===== src/rtl/mdio_pkg.sv =====
package mdio_pkg;

    localparam int REG_STAT = 12;
    localparam int REG_CTRL = 13;
    localparam int REG_DATA = 14;
    localparam int REG_ADDR = 15;

    localparam int DIV_W      = 8;
    localparam int PAYLOAD_W  = 16;
    localparam int FIELD_W    = 5;

    localparam int STAT_C45_BIT  = 6;
    localparam int STAT_DIV_LSB  = 8;
    localparam int CTL_PORT_LSB  = 5;
    localparam int CTL_NOPRE_BIT = 10;
    localparam int CTL_SCAN_BIT  = 11;
    localparam int CTL_READ_BIT  = 15;

    typedef enum logic [1:0] {
        KIND_ADDR  = 2'd0,
        KIND_WRITE = 2'd1,
        KIND_READ  = 2'd2
    } frame_kind_t;

    typedef enum logic [1:0] {
        ENG_IDLE = 2'd0,
        ENG_PRE  = 2'd1,
        ENG_BODY = 2'd2
    } eng_state_t;

    typedef struct packed {
        logic [1:0]           st;
        logic [1:0]           op;
        logic [FIELD_W-1:0]   port;
        logic [FIELD_W-1:0]   dev;
        logic [1:0]           ta;
        logic [PAYLOAD_W-1:0] payload;
    } mdio_frame_t;

    typedef struct packed {
        mdio_frame_t frame;
        logic        is_read;
        logic        pre_en;
    } mdio_req_t;

    function automatic mdio_frame_t build_frame(
        input frame_kind_t          kind,
        input logic                 ext,
        input logic [FIELD_W-1:0]   port,
        input logic [FIELD_W-1:0]   dev,
        input logic [PAYLOAD_W-1:0] payload
    );
        mdio_frame_t f;
        f.st      = ext ? 2'b00 : 2'b01;
        f.port    = port;
        f.dev     = dev;
        f.ta      = 2'b10;
        f.payload = payload;
        unique case (kind)
            KIND_ADDR:  f.op = 2'b00;
            KIND_WRITE: f.op = 2'b01;
            KIND_READ:  f.op = ext ? 2'b11 : 2'b10;
            default:    f.op = 2'b01;
        endcase
        return f;
    endfunction

endpackage


===== src/rtl/mdio_clkgen.sv =====
module mdio_clkgen
    import mdio_pkg::*;
(
    input  logic             clk,
    input  logic             rst,
    input  logic             run,
    input  logic [DIV_W-1:0] half,
    output logic             mdc,
    output logic             mdc_rise,
    output logic             mdc_fall
);

    logic [DIV_W-1:0] cnt_q;
    logic             hit;

    assign hit      = (cnt_q == half - DIV_W'(1));
    assign mdc_rise = run && hit && !mdc;
    assign mdc_fall = run && hit && mdc;

    always_ff @(posedge clk) begin
        if (rst || !run) begin
            cnt_q <= '0;
            mdc   <= 1'b0;
        end else if (hit) begin
            cnt_q <= '0;
            mdc   <= ~mdc;
        end else begin
            cnt_q <= cnt_q + DIV_W'(1);
        end
    end


    idle_mdc_low_chk: assert property (@(posedge clk) disable iff (rst)
        !run |=> !mdc);

endmodule


===== src/rtl/mdio_engine.sv =====
module mdio_engine
    import mdio_pkg::*;
#(
    parameter int PRE_LEN = 32
) (
    input  logic                 clk,
    input  logic                 rst,
    input  logic                 launch,
    input  mdio_req_t            req,
    input  logic [DIV_W-1:0]     div_in,
    input  logic                 mdc,
    input  logic                 mdc_rise,
    input  logic                 mdc_fall,
    input  logic                 mdio_i,
    output logic                 busy,
    output logic [DIV_W-1:0]     half,
    output logic                 mdio_o,
    output logic                 mdio_oe,
    output logic                 rd_done,
    output logic [PAYLOAD_W-1:0] rd_value,
    output logic                 rd_err
);

    localparam int BODY_LEN = $bits(mdio_frame_t);
    localparam int IDX_W    = $clog2(BODY_LEN);
    localparam int PRE_W    = $clog2(PRE_LEN + 1);
    localparam int TA_FIRST = BODY_LEN - PAYLOAD_W - 2;
    localparam int TA_LAST  = TA_FIRST + 1;

    eng_state_t            state_q;
    logic [IDX_W-1:0]      idx_q;
    logic [PRE_W-1:0]      pcnt_q;
    mdio_frame_t           frame_q;
    logic                  rd_q;
    logic                  err_q;
    logic [PAYLOAD_W-1:0]  shift_q;
    logic [DIV_W-1:0]      half_q;
    logic                  last_bit;
    logic                  released;

    assign busy     = (state_q != ENG_IDLE);
    assign half     = half_q;
    assign rd_value = shift_q;
    assign rd_err   = err_q;
    assign last_bit = (idx_q == IDX_W'(BODY_LEN - 1));
    assign released = rd_q && (idx_q >= IDX_W'(TA_FIRST));
    assign rd_done  = (state_q == ENG_BODY) && mdc_fall && last_bit && rd_q;

    always_comb begin
        mdio_o  = 1'b1;
        mdio_oe = 1'b0;
        unique case (state_q)
            ENG_PRE: begin
                mdio_o  = 1'b1;
                mdio_oe = 1'b1;
            end
            ENG_BODY: begin
                mdio_o  = frame_q[IDX_W'(BODY_LEN - 1) - idx_q];
                mdio_oe = !released;
            end
            default: begin
                mdio_o  = 1'b1;
                mdio_oe = 1'b0;
            end
        endcase
    end

    always_ff @(posedge clk) begin
        if (rst) begin
            state_q <= ENG_IDLE;
            idx_q   <= '0;
            pcnt_q  <= '0;
            frame_q <= '0;
            rd_q    <= 1'b0;
            err_q   <= 1'b0;
            shift_q <= '0;
            half_q  <= DIV_W'(1);
        end else begin
            unique case (state_q)
                ENG_IDLE: begin
                    if (launch) begin
                        frame_q <= req.frame;
                        rd_q    <= req.is_read;
                        err_q   <= 1'b0;
                        idx_q   <= '0;
                        pcnt_q  <= '0;
                        half_q  <= (div_in == '0) ? DIV_W'(1) : div_in;
                        state_q <= req.pre_en ? ENG_PRE : ENG_BODY;
                    end
                end
                ENG_PRE: begin
                    if (mdc_fall) begin
                        if (pcnt_q == PRE_W'(PRE_LEN - 1)) begin
                            state_q <= ENG_BODY;
                        end else begin
                            pcnt_q <= pcnt_q + PRE_W'(1);
                        end
                    end
                end
                ENG_BODY: begin
                    if (mdc_rise && rd_q) begin
                        if (idx_q == IDX_W'(TA_LAST)) begin
                            err_q <= mdio_i;
                        end
                        if (idx_q > IDX_W'(TA_LAST)) begin
                            shift_q <= {shift_q[PAYLOAD_W-2:0], mdio_i};
                        end
                    end
                    if (mdc_fall) begin
                        if (last_bit) begin
                            state_q <= ENG_IDLE;
                        end else begin
                            idx_q <= idx_q + IDX_W'(1);
                        end
                    end
                end
                default: state_q <= ENG_IDLE;
            endcase
        end
    end


    mdio_hold_high_chk: assert property (@(posedge clk) disable iff (rst)
        (mdc && $past(mdc)) |-> ($stable(mdio_o) && $stable(mdio_oe)));


    err_inside_frame_chk: assert property (@(posedge clk) disable iff (rst)
        $rose(err_q) |-> busy);

endmodule


===== src/rtl/mdio_regs.sv =====
module mdio_regs
    import mdio_pkg::*;
#(
    parameter int ADDR_W = 4
) (
    input  logic                 clk,
    input  logic                 rst,
    input  logic                 bus_wr,
    input  logic [ADDR_W-1:0]    bus_addr,
    input  logic [31:0]          bus_wdata,
    output logic [31:0]          bus_rdata,
    input  logic                 busy,
    input  logic                 rd_err,
    input  logic                 rd_done,
    input  logic [PAYLOAD_W-1:0] rd_value,
    output logic                 launch,
    output mdio_req_t            req,
    output logic [DIV_W-1:0]     div
);

    localparam logic [ADDR_W-1:0] A_STAT = ADDR_W'(REG_STAT);
    localparam logic [ADDR_W-1:0] A_CTRL = ADDR_W'(REG_CTRL);
    localparam logic [ADDR_W-1:0] A_DATA = ADDR_W'(REG_DATA);
    localparam logic [ADDR_W-1:0] A_ADDR = ADDR_W'(REG_ADDR);

    logic [DIV_W-1:0]     div_q;
    logic                 ext_q;
    logic [FIELD_W-1:0]   dev_q;
    logic [FIELD_W-1:0]   port_q;
    logic                 nopre_q;
    logic                 scan_q;
    logic [PAYLOAD_W-1:0] data_q;
    logic [PAYLOAD_W-1:0] addr_q;

    logic wr_stat, wr_ctrl, wr_data, wr_addr;
    logic rd_req, go_read, go_write, go_addr, ctrl_take;
    logic [FIELD_W-1:0] w_dev, w_port;

    assign wr_stat  = bus_wr && (bus_addr == A_STAT);
    assign wr_ctrl  = bus_wr && (bus_addr == A_CTRL);
    assign wr_data  = bus_wr && (bus_addr == A_DATA);
    assign wr_addr  = bus_wr && (bus_addr == A_ADDR);
    assign rd_req   = bus_wdata[CTL_READ_BIT];
    assign w_dev    = bus_wdata[FIELD_W-1:0];
    assign w_port   = bus_wdata[CTL_PORT_LSB +: FIELD_W];

    assign go_read   = wr_ctrl && rd_req && !busy;
    assign go_write  = wr_data && !busy;
    assign go_addr   = wr_addr && !busy && ext_q;
    assign ctrl_take = wr_ctrl && !(rd_req && busy);
    assign launch    = go_read || go_write || go_addr;
    assign div       = div_q;

    always_comb begin
        if (go_read) begin
            req.frame   = build_frame(KIND_READ, ext_q, w_port, w_dev, '1);
            req.is_read = 1'b1;
            req.pre_en  = !bus_wdata[CTL_NOPRE_BIT];
        end else if (go_write) begin
            req.frame   = build_frame(KIND_WRITE, ext_q, port_q, dev_q,
                                      bus_wdata[PAYLOAD_W-1:0]);
            req.is_read = 1'b0;
            req.pre_en  = !nopre_q;
        end else begin
            req.frame   = build_frame(KIND_ADDR, 1'b1, port_q, dev_q,
                                      bus_wdata[PAYLOAD_W-1:0]);
            req.is_read = 1'b0;
            req.pre_en  = !nopre_q;
        end
    end

    always_ff @(posedge clk) begin
        if (rst) begin
            div_q   <= '0;
            ext_q   <= 1'b0;
            dev_q   <= '0;
            port_q  <= '0;
            nopre_q <= 1'b0;
            scan_q  <= 1'b0;
            data_q  <= '0;
            addr_q  <= '0;
        end else begin
            if (wr_stat) begin
                div_q <= bus_wdata[STAT_DIV_LSB +: DIV_W];
                ext_q <= bus_wdata[STAT_C45_BIT];
            end
            if (ctrl_take) begin
                dev_q   <= w_dev;
                port_q  <= w_port;
                nopre_q <= bus_wdata[CTL_NOPRE_BIT];
                scan_q  <= bus_wdata[CTL_SCAN_BIT];
            end
            if (wr_data && !busy) begin
                data_q <= bus_wdata[PAYLOAD_W-1:0];
            end else if (rd_done) begin
                data_q <= rd_value;
            end
            if (wr_addr && !busy) begin
                addr_q <= bus_wdata[PAYLOAD_W-1:0];
            end
        end
    end

    always_comb begin
        bus_rdata = '0;
        unique case (bus_addr)
            A_STAT:  bus_rdata = {16'b0, div_q, 1'b0, ext_q, 4'b0, rd_err, busy};
            A_CTRL:  bus_rdata = {16'b0, 4'b0, scan_q, nopre_q, port_q, dev_q};
            A_DATA:  bus_rdata = {busy, 15'b0, data_q};
            A_ADDR:  bus_rdata = {16'b0, addr_q};
            default: bus_rdata = '0;
        endcase
    end


    launch_sets_busy_chk: assert property (@(posedge clk) disable iff (rst)
        launch |=> busy);


    busy_data_write_dropped_chk: assert property (@(posedge clk) disable iff (rst)
        (busy && wr_data && !rd_done) |=> $stable(data_q));


    busy_addr_write_dropped_chk: assert property (@(posedge clk) disable iff (rst)
        (busy && wr_addr) |=> $stable(addr_q));

endmodule


===== src/rtl/mgmt_mdio_master.sv =====
module mgmt_mdio_master
    import mdio_pkg::*;
#(
    parameter int ADDR_W  = 4,
    parameter int PRE_LEN = 32
) (
    input  logic              clk,
    input  logic              rst,
    input  logic              bus_wr,
    input  logic [ADDR_W-1:0] bus_addr,
    input  logic [31:0]       bus_wdata,
    output logic [31:0]       bus_rdata,
    output logic              mdc,
    output logic              mdio_o,
    output logic              mdio_oe,
    input  logic              mdio_i
);

    logic                 launch;
    mdio_req_t            req;
    logic [DIV_W-1:0]     div;
    logic [DIV_W-1:0]     half;
    logic                 busy;
    logic                 rd_err;
    logic                 rd_done;
    logic [PAYLOAD_W-1:0] rd_value;
    logic                 mdc_rise;
    logic                 mdc_fall;

    mdio_regs #(.ADDR_W(ADDR_W)) u_regs (
        .clk       (clk),
        .rst       (rst),
        .bus_wr    (bus_wr),
        .bus_addr  (bus_addr),
        .bus_wdata (bus_wdata),
        .bus_rdata (bus_rdata),
        .busy      (busy),
        .rd_err    (rd_err),
        .rd_done   (rd_done),
        .rd_value  (rd_value),
        .launch    (launch),
        .req       (req),
        .div       (div)
    );

    mdio_clkgen u_clkgen (
        .clk      (clk),
        .rst      (rst),
        .run      (busy),
        .half     (half),
        .mdc      (mdc),
        .mdc_rise (mdc_rise),
        .mdc_fall (mdc_fall)
    );

    mdio_engine #(.PRE_LEN(PRE_LEN)) u_engine (
        .clk      (clk),
        .rst      (rst),
        .launch   (launch),
        .req      (req),
        .div_in   (div),
        .mdc      (mdc),
        .mdc_rise (mdc_rise),
        .mdc_fall (mdc_fall),
        .mdio_i   (mdio_i),
        .busy     (busy),
        .half     (half),
        .mdio_o   (mdio_o),
        .mdio_oe  (mdio_oe),
        .rd_done  (rd_done),
        .rd_value (rd_value),
        .rd_err   (rd_err)
    );

endmodule


===== config.mk =====
export PLATFORM = sky130hd
export DESIGN_NAME = mgmt_mdio_master
export DESIGN_NICKNAME = d
export VERILOG_FILES = /design/src/rtl/mdio_pkg.sv /design/src/rtl/mdio_clkgen.sv /design/src/rtl/mdio_engine.sv /design/src/rtl/mdio_regs.sv /design/src/rtl/mgmt_mdio_master.sv
export SDC_FILE = /design/constraint.sdc
export NUM_CORES = 1
export LEC_CHECK = 0
export BUFFER_PORTS_ARGS = -buffer_cell sky130_fd_sc_hd__buf_2
export CORE_MARGIN = 5
export CORE_UTILIZATION = 63
export CTS_CLUSTER_DIAMETER = 60
export DETAILED_ROUTE_END_ITERATION = 16
export PLACE_DENSITY = 0.81
export REMOVE_ABC_BUFFERS = 1
export SETUP_SLACK_MARGIN = 0.05
export SYNTH_ARGS = -nofsm -noshare
export SYNTH_HDL_FRONTEND = slang
export SYNTH_SLANG_ARGS = --single-unit

===== constraint.sdc =====
create_clock -name clk -period 7.13 [get_ports clk]
set_input_delay 0.713 -clock clk [delete_from_list [all_inputs] [get_ports clk]]
set_output_delay 0.713 -clock clk [all_outputs]
set_load 0.01 [all_outputs]

## Yosys cells after proc, flatten, opt, wreduce, memory -nomap -nowiden

Cells that the tools add are included.

- Bits in registers: 133
- Latch bits: 0
- Bits in writable memories: 0
- ROM bits: 0
- Input port bits: 40
- Output and inout port bits: 35
- Logic and storage cells: 123
- Memories: 0

- Add/sub/neg operators: 5
- $mul: 0
- Divide/modulo/power cells: 0
- $lt $le $gt $ge: 3
- Equality and inequality tests: 19
- Shifts and indexed selects: 0
- Multiplexer cells: 31
- Bitwise operators: 1
- Reductions and logical operators: 41

Operator list:

| cell | count |
|---|---|
| 32-bit one-hot mux with 4 select lines | 1 |
| 34-bit 2-to-1 mux | 2 |
| 16-bit 2-to-1 mux | 2 |
| 1-bit logical AND | 19 |
| 6-bit 2-to-1 mux | 3 |
| 4-bit equality test (second input constant) | 4 |
| 5-bit 2-to-1 mux | 3 |
| 2-bit 2-to-1 mux | 6 |
| 6-bit one-hot mux with 2 select lines | 1 |
| 4-bit AND reduction | 3 |
| 2-bit inequality test (second input constant) | 5 |
| 5-bit one-hot mux with 2 select lines | 1 |
| 8-bit by 1-bit adder with 8-bit output (second input constant) | 1 |
| 8-bit equality test | 1 |
| 8-bit logical NOT | 1 |
| 8-bit 2-to-1 mux | 1 |
| 2-bit by 1-bit inequality test with 1-bit output (second input constant) | 4 |
| 2-bit nonzero test | 4 |
| 8-bit by 1-bit subtractor with 8-bit output (second input constant) | 1 |
| 1-bit 2-to-1 mux | 7 |
| 6-bit by 1-bit adder with 6-bit output (second input constant) | 1 |
| 6-bit by 5-bit equality test with 1-bit output (second input constant) | 1 |
| 1-bit logical NOT | 6 |
| 5-bit by 6-bit < comparator with 1-bit output (second input constant) | 1 |
| 18 further kinds | 21 |

## Depth between registers and ports, before layout

Gate-level depths: netlist of run 1.

- Depth after elaboration: 9
- Depth in mapped cells: 11
- Mapped depth without buffers: 9

## Modules after synthesis

Synthesis of run 1 repeated with hierarchy kept, for this count alone.

- Cell total of the unflattened synthesis: 791
- Area total of the unflattened synthesis: 7,004.2 um2

Modules (own cells, without submodules):

| module | instances | cells an instance | area an instance (um2) | sequential area each (um2) |
|---|---|---|---|---|
| mdio_regs | 1 | 328 | 3,218.1 | 1,061.0 |
| mdio_engine | 1 | 388 | 3,145.5 | 1,421.4 |
| mdio_clkgen | 1 | 75 | 640.6 | 180.2 |

## Worst setup path before layout of run 1

OpenSTA, ideal clock, no wires.

- Kind: register -> output
- From: reg u_engine.idx_q[0]
- To: out mdio_o
- Data arrival time: 2,102 ps
- Data required time: 6,417 ps
- Setup slack: 4,315 ps
- Stages on the path, launching flop included: 7
- Buffers on the path: 2
- Path through: dfxtp_1 > clkbuf_1 > clkbuf_1 > mux4_2 > mux4_2 > mux2i_1 > nand2_1

- Cells in the longest elaborated chain, start to end: 4

RTL lines:

| element | RTL line | text |
|---|---|---|
| from (decl) | mdio_engine.sv:31 | `logic [IDX_W-1:0] idx_q;` |
| from (signal assigned) | mdio_engine.sv:113 | `idx_q <= idx_q + IDX_W'(1);` |
| 5-bit subtractor | mdio_engine.sv:58 | `mdio_o = frame_q[IDX_W'(BODY_LEN - 1) - idx_q];` |
| 1-bit binary-select mux with 5-bit select | mdio_engine.sv:58 |  |
| 1-bit 2-to-1 mux (implied by the code) | mdio_engine.sv:58 |  |
| 1-bit 2-to-1 mux | mdio_engine.sv:52 | `unique case (state_q)` |
| to (decl) | mgmt_mdio_master.sv:14 | `output logic mdio_o,` |

Every way passes these cells. The select of a mux whose other input is x is not followed.

## Final worst setup path of run 1

- From: reg u_engine.half_q[0], in the netlist u_engine.half[0]
- To: reg u_engine.shift_q[13], in the netlist u_engine.rd_value[13]

- Cells in the longest elaborated chain, start to end: 6

RTL lines:

| element | RTL line | text |
|---|---|---|
| from (decl) | mdio_engine.sv:37 | `logic [DIV_W-1:0] half_q;` |
| from (signal assigned) | mdio_engine.sv:87 | `half_q <= (div_in == '0) ? DIV_W'(1) : div_in;` |
| 8-bit by 1-bit subtractor with 8-bit output | mdio_clkgen.sv:16 | `assign hit = (cnt_q == half - DIV_W'(1));` |
| 8-bit equality test | mdio_clkgen.sv:16 |  |
| 1-bit logical AND (2 in series) | mdio_clkgen.sv:17 | `assign mdc_rise = run && hit && !mdc;` |
| 1-bit logical AND | mdio_engine.sv:101 | `if (mdc_rise && rd_q) begin` |
| 3-bit AND reduction (no source line) | n/a |  |
| to (signal assigned) | mdio_engine.sv:106 | `shift_q <= {shift_q[PAYLOAD_W-2:0], mdio_i};` |
| to (decl) | mdio_engine.sv:36 | `logic [PAYLOAD_W-1:0] shift_q;` |

Every way passes these cells.
A chain may end at the register's enable or synchronous reset.

==> results of run 1 <==
## layout by cell type, fill, tap and decap left out, drive strengths merged, types with 11 or more instances in the layout
cell and instances:
a211oi 19, a21oi 45, a311oi 11, buf 46, clkbuf 21, conb 15, dfxtp 130, inv 11
mux2 12, mux2i 49, mux4 15, nand2 104, nand3 27, nor2 105, nor2b 14, o22ai 15
xor2 12
## flip-flops by register name, indices dropped and copies added (netlist names)
| signal | count |
|---|---|
| u_engine.frame_q | 29 |
| u_engine.rd_value | 16 |
| u_regs.addr_q | 16 |
| u_regs.data_q | 16 |
| u_clkgen.cnt_q | 8 |
| u_engine.half | 8 |
| u_regs.div | 8 |
| u_engine.pcnt_q | 6 |
| u_engine.idx_q | 5 |
| u_regs.dev_q | 5 |
| u_regs.port_q | 5 |
| u_engine.state_q | 2 |
| u_clkgen.mdc | 1 |
| u_engine.rd_err | 1 |
| u_engine.rd_q | 1 |
| u_regs.ext_q | 1 |
| u_regs.nopre_q | 1 |
| u_regs.scan_q | 1 |
## power groups by stage
stage / Sequential, uW / Clock, uW / Combinational [uW]
after floorplan: 778 / 0 / 113
after global placement: 780 / 0 / 168
after detailed placement: 782 / 0 / 175
after CTS: 766 / 895 / 178
after global routing: 769 / 931 / 197
final: 767 / 888 / 180
## metrics by stage
step | std cells | utilization, %
final | 882 | 72.2
after detailed placement | 850 | 65.9
after floorplan | 671 | -
after global routing | 882 | 72.2
after global placement | 850 | 65.9
after CTS | 882 | 72.2
## area by class of cell
type                       instances  area, sq um  area share, %
clock inverter                    11          150           2.13
inverter                           9         33.8          0.479
sequential                       130         2600           36.9
clock buffer                      21          459           6.51
timing repair buffer              46          240           3.40
tap                              133          166           2.36
multi-input combinational        532         3400           48.2
## critical path, delay by kind of cell, from the launching register on
family	cells	cell delay (ns)
AO/OA/AOI/OAI	4	1.21
adder cells (fa/ha/maj)	1	0.32
buffers and inverters	1	0.08
flip-flops	1	0.45
multiplexers	1	0.48
AND/OR/NAND/NOR	2	0.90
## cells by family after synthesis
| group | count (synthesis) | share of synthesized area, % |
|---|---|---|
| muxes | 76 | 15.3 |
| buffers and inverters | 78 | 5.71 |
| xor gates and xnor gates | 17 | 2.36 |
| DFF | 130 | 41.2 |
| adders and majority gates | 9 | 1.78 |
| AOI/OAI and AO/OA | 126 | 13.2 |
| and+or+nand+nor | 289 | 20.4 |
| other | 1 | 0.0594 |
## how the worst max path moves through the flow
| stage | startpoint | to | slack, ns | cells past startpoint |
|---|---|---|---|---|
| after floorplan | bus_addr[0] | u_engine.frame_q[0] | 3.46 | 6 |
| after global placement | bus_addr[0] | u_engine.frame_q[13] | 3.65 | 6 |
| after detailed placement | bus_addr[0] | u_engine.frame_q[13] | 3.54 | 6 |
| after CTS | u_engine.idx_q[0] | mdio_o | 3.56 | 5 |
| after global routing | u_engine.half[0] | u_engine.rd_value[13] | 3.45 | 9 |
| final | u_engine.half[0] | u_engine.rd_value[13] | 3.52 | 9 |
## routing by layer
layer | vias to the layer above | global-route usage (%) | share of wire, %
li1 | 2537 | - | -
met1 | 2554 | 32.5 | 41
met2 | 198 | 47.3 | 49
met3 | 46 | 5.65 | 6.3
met4 | 0 | 14.7 | 3.6
met5 | - | 0 | 0
==> results.json, run 1 <==
{
  "status": "complete, no violations",
  "cts_sinks": 130,
  "switching_share_pct": 24.8,
  "drtIter0Drc": 438,
  "timing.rr.start": "u_engine.half[0]",
  "slowest_stage": "nand4_2",
  "clkPwrFrac_pct": 48.4,
  "fillerInstances": 745,
  "hold_viol_final": 0,
  "yosys-top-cells-count": "130 x dfxtp_1, 105 x nor2_1, 104 x nand2_1",
  "hpwl_mm": 9.89,
  "start_util_pct": 64.6,
  "timing.hold.ws_ns": 0.449,
  "post_cts_resized": 0,
  "via_count": 5335,
  "min_period_over_period_pct": 50.6,
  "io_buffers": 43,
  "cts_tree": "done",
  "first_pass_iters": 5,
  "yosys.area.top_type": "dfxtp_1",
  "holdCritPathClass": "in -> reg",
  "detail-route-antenna-nets": 0,
  "grt_overflow": 0,
  "drcViolationCount": 0,
  "holdPathStages": 3,
  "drv_cap": 0,
  "crit_chain": "inv_1 -> ha_1 -> o21ba_1 -> a221oi_1 -> a41oi_1 -> a211oi_4 -> nand4_2 -> mux2i_1 -> nor2_1",
  "drive_gt1_share_pct": 15.5,
  "die_h_um": 110,
  "post-cts-setup-buffers": 0,
  "synth_most_common_cell": "dfxtp_1",
  "rows": 36,
  "final_max_slew_viol_count": 0,
  "num_io_pins": 75,
  "grt_pass1_wl_mm": 25.8,
  "path_clk_slew_ns": 0.06,
  "timing.setup.tns_ns": 0,
  "worst_path_largest_cell_delay_ns": 0.83,
  "period_needed_ns": 3.61,
  "setup_viol": 0,
  "worst_setup_path_end_kind": "flop",
  "power_frac_comb_pct": 9.8,
  "seq_area_frac_synth_pct": 41.2,
  "max-vdd-ir-drop_v": 0.000185,
  "num_antenna_cells": 0,
  "synthFlopType": "dfxtp_1",
  "coreArea_sq_um": 9770,
  "synthTopCellsByArea": "dfxtp_1 41%, mux2i_1 7.8%, nor2_1 6.2%",
  "synth_edf_count": 0,
  "switching_power_uw": 455,
  "die_area_sq_um": 12100,
  "crit_type": "reg -> reg",
  "track_usage_pct": 27.6,
  "placed_area_sq_um": 6450,
  "cts.hold.buffers_added": 0,
  "grt_pass1_vias": 5376,
  "r2r_slack_ns": 3.52,
  "power_leakage_uw": 0.00283,
  "gp_congestion": 0.812,
  "nNetsFinal": 785,
  "power_uw": 1830,
  "seqPwrFrac_pct": 41.8,
  "fin_skew_ns": 0.00827,
  "worst_pin_slew_ns": 0.994,
  "syn_to_final_growth_pct": 11.8,
  "syn_inst": 726,
  "worst-endpoint-arrival_ns": 4.00,
  "cell_internal_pwr_uw": 1380,
  "clk_latency_ns": 0.54,
  "dp_slack_ns": 3.54,
  "syn_area_sq_um": 6310,
  "hold_path.startpoint": "mdio_i",
  "worst_ep_required_time_ns": 7.52,
  "synth_cell_types": 53,
  "grt_max_degree": 89,
  "wl_mm": 15.6,
  "fmax_mhz": 277,
  "reg2reg_to": "u_engine.rd_value[13]",
  "antenna_found_initial": 0,
  "final_area_sq_um": 7060,
  "grt_setup_unrepaired": "false",
  "min_to": "u_engine.rd_value[0]",
  "ys_ff_latch": 130,
  "yosysWarningCount": 0,
  "htree_levels": 4,
  "p_per_area_nw_per_um2": 260,
  "synthArstFlopShare_pct": 0,
  "fin_ws_ns": 3.52,
  "critPathMaxFanout": 16,
  "max_slew_margin_pct": 33.5,
  "avgSynthCellArea_sq_um": 8.69,
  "dieWidth_um": 110,
  "cts_root_buf": "clkbuf_8",
  "cts_buffer_depth": 2,
  "synth.top_cell.area_share_pct": 41.2,
  "ff2ff_path_depth": 9,
  "critPathLaunchType": "flop",
  "cts_buffers": 17,
  "post_drt_wl_per_cell_um": 17.7,
  "vias_per_cell": 6.05
}
Note: power is estimated with default switching activity, not from simulation.
==> run 2: changes to the inputs <==
--- a/config.mk
+++ b/config.mk
@@ -5,12 +5,13 @@
 export SDC_FILE = /design/constraint.sdc
 export NUM_CORES = 1
 export LEC_CHECK = 0
+export ABC_AREA = 1
 export BUFFER_PORTS_ARGS = -buffer_cell sky130_fd_sc_hd__buf_2
 export CORE_MARGIN = 5
-export CORE_UTILIZATION = 63
+export CORE_UTILIZATION = 58
 export CTS_CLUSTER_DIAMETER = 60
 export DETAILED_ROUTE_END_ITERATION = 16
-export PLACE_DENSITY = 0.81
+export PLACE_DENSITY = 0.75
 export REMOVE_ABC_BUFFERS = 1
 export SETUP_SLACK_MARGIN = 0.05
 export SYNTH_ARGS = -nofsm -noshare
==> constraint.sdc (replaced) <==
create_clock -name clk -period 3.4 [get_ports clk]
set_input_delay 0.34 -clock clk [delete_from_list [all_inputs] [get_ports clk]]
set_output_delay 0.34 -clock clk [all_outputs]
set_load 0.01 [all_outputs]
==> results.json, run 2 <==
{
  "largest_register": "u_engine.frame_q",
  "setup_viol": 0,
  "final_max_slew_viol_count": 0,
  "rows": 38,
  "grt_pass1_wl_mm": 27.6,
  "syn_inst": 879,
  "final_common_cell": "nand2_1",
  "worst_ep_required_time_ns": 3.06,
  "cts_buffer_depth": 2,
  "synth_most_common_cell": "nand2_1",
  "critPathLaunchType": "flop",
  "fillerInstances": 927,
  "gp_congestion": 0.890,
  "cts.hold.buffers_added": 0,
  "hold_viol_final": 0,
  "fmax_mhz": 367,
  "worst_pin_slew_ns": 0.781,
  "synth_edf_count": 0,
  "final_cell_mix": "144 x nand2_1, 130 x dfxtp_1, 124 x o21ai_0, 108 x nor2_1, 79 x a21oi_1",
  "yosys.area.top_type": "dfxtp_1",
  "yosys-top-cells-count": "144 x nand2_1, 130 x dfxtp_1, 124 x o21ai_0",
  "synthTopCellsByArea": "dfxtp_1 41%, o21ai_0 9.8%, nand2_1 8.6%",
  "dp_slack_ns": 0.741,
  "p_per_area_nw_per_um2": 551,
  "post-cts-setup-buffers": 0,
  "fin_skew_ns": 0.00554,
  "track_usage_pct": 26.4,
  "vias_per_cell": 5.79,
  "path_clk_slew_ns": 0.06,
  "num_antenna_cells": 0,
  "grt_overflow": 0,
  "drive_gt1_share_pct": 11.7,
  "syn_to_final_growth_pct": 11.7,
  "dieWidth_um": 114,
  "syn_area_sq_um": 6310,
  "die_h_um": 114,
  "grt_max_degree": 51,
  "post-route-util_pct": 65.6,
  "holdCritPathClass": "in -> reg",
  "avgSynthCellArea_sq_um": 7.18,
  "critPathMaxFanout": 13,
  "post_drt_wl_per_cell_um": 15.9,
  "max-vdd-ir-drop_v": 0.000579,
  "place_inst": 1025,
  "drv_cap": 0,
  "fin_ws_ns": 0.676,
  "clk_latency_ns": 0.52,
  "ys_ff_latch": 130,
  "worst_setup_path_end_kind": "output pin",
  "yosysWarningCount": 0,
  "cts_tree": "done",
  "min_period_over_period_pct": 80.1,
  "synth_cell_types": 42,
  "drcViolationCount": 0,
  "antenna_found_initial": 0,
  "cts_root_buf": "clkbuf_8",
  "seq_area_frac_synth_pct": 41.2,
  "post_cts_resized": 0,
  "largest_register_ffs": 29,
  "nNetsFinal": 953,
  "detail-route-antenna-nets": 0,
  "power_leakage_uw": 0.00285,
  "synthArstFlopShare_pct": 0,
  "worst-endpoint-arrival_ns": 2.38,
  "cts_sinks": 130,
  "first_pass_iters": 7,
  "start_util_pct": 58.7,
  "synth.top_cell.area_share_pct": 41.2,
  "num_io_pins": 75,
  "timing.hold.ws_ns": 0.114,
  "max_slew_margin_pct": 47.9,
  "via_count": 6119,
  "cts_buffers": 17,
  "drtIter0Drc": 539,
  "grt_pass1_vias": 5724,
  "die_area_sq_um": 13100,
  "hpwl_mm": 10.8,
  "wl_mm": 16.8,
  "htree_levels": 4,
  "grt_setup_unrepaired": "false",
  "crit_type": "reg -> out",
  "status": "complete, no violations",
  "synthFlopType": "dfxtp_1",
  "coreArea_sq_um": 10700,
  "io_buffers": 43,
  "period_needed_ns": 2.72,
  "final_cells": 1056,
  "timing.setup.tns_ns": 0
}
==> run 2: cell count changes in the layout (fill, tap and decap cells not counted), moves of 16 or more <==
cell,delta
inv_1,+55
nand2_1,+40
o21ai_0,+114
mux2i_1,-49
a21oi_1,+35
nand3_1,+16
==> run 2: critical path: stages, from the launching register on <==
cell	delay, ns
dfxtp_1	0.62
inv_1	0.28
o21ai_0	0.14
o22ai_1	0.11
o211ai_1	0.19
nand3_1	0.12
a21oi_1	0.15
nand2_1	0.09
buf_2	0.15
==> run 2: through the flow <==
stage / cell area (sq um) / power [uW]
floorplan: 6050 / 2110
global placement: 6530 / 2260
detailed placement: 6530 / 2290
CTS: 7050 / 3890
global route: 7050 / 4070
finish: 7050 / 3890
==> run 2: layer usage <==
metal | wire [um] | track usage [%] | vias to the layer above
met3 | 1430 | 6.87 | 33
met1 | 7110 | 34.4 | 2806
met2 | 7830 | 42.8 | 279
met4 | 392 | 8.79 | 0
met5 | 0 | 0 | -
li1 | - | - | 3001
==> run 2: cells by family after synthesis <==
family,synth area share (%)
AOI/OAI and AO/OA,22.3
DFF,41.2
and+or+nand+nor,23.8
buffers and inverters,9.18
other,0.0594
adders and majority gates,1.78
xor gates and xnor gates,1.67
==> run 2: where the power goes <==
part / leakage [uW] / internal, uW / total (uW) / switching (uW)
Sequential: 0.00105 / 1580 / 1620 / 39.0
Clock: 0.000244 / 958 / 1620 / 657
Combinational: 0.00156 / 191 / 646 / 455
Total: 0.00285 / 2730 / 3890 / 1150
==> run 2: area by class of cell <==
class	instances	area [sq um]	share of cell area, %
sequential	130	2600	36.9
timing repair buffer	55	305	4.33
multi-input combinational	630	3180	45.2
clock buffer	21	429	6.09
clock inverter	10	88.8	1.26
tap	140	175	2.49
inverter	70	263	3.73
==> run 2: final timing paths <==
path,cells past startpoint,from,slack (ns),to
worst max-delay path,8,u_engine.idx_q[1],0.68,mdio_o
worst max register to register,10,u_engine.state_q[0],0.70,u_engine.frame_q[24]
worst min-delay path,3,bus_wdata[8],0.11,u_regs.div[0]
worst min register to register,2,u_engine.frame_q[28],0.46,u_engine.frame_q[28]
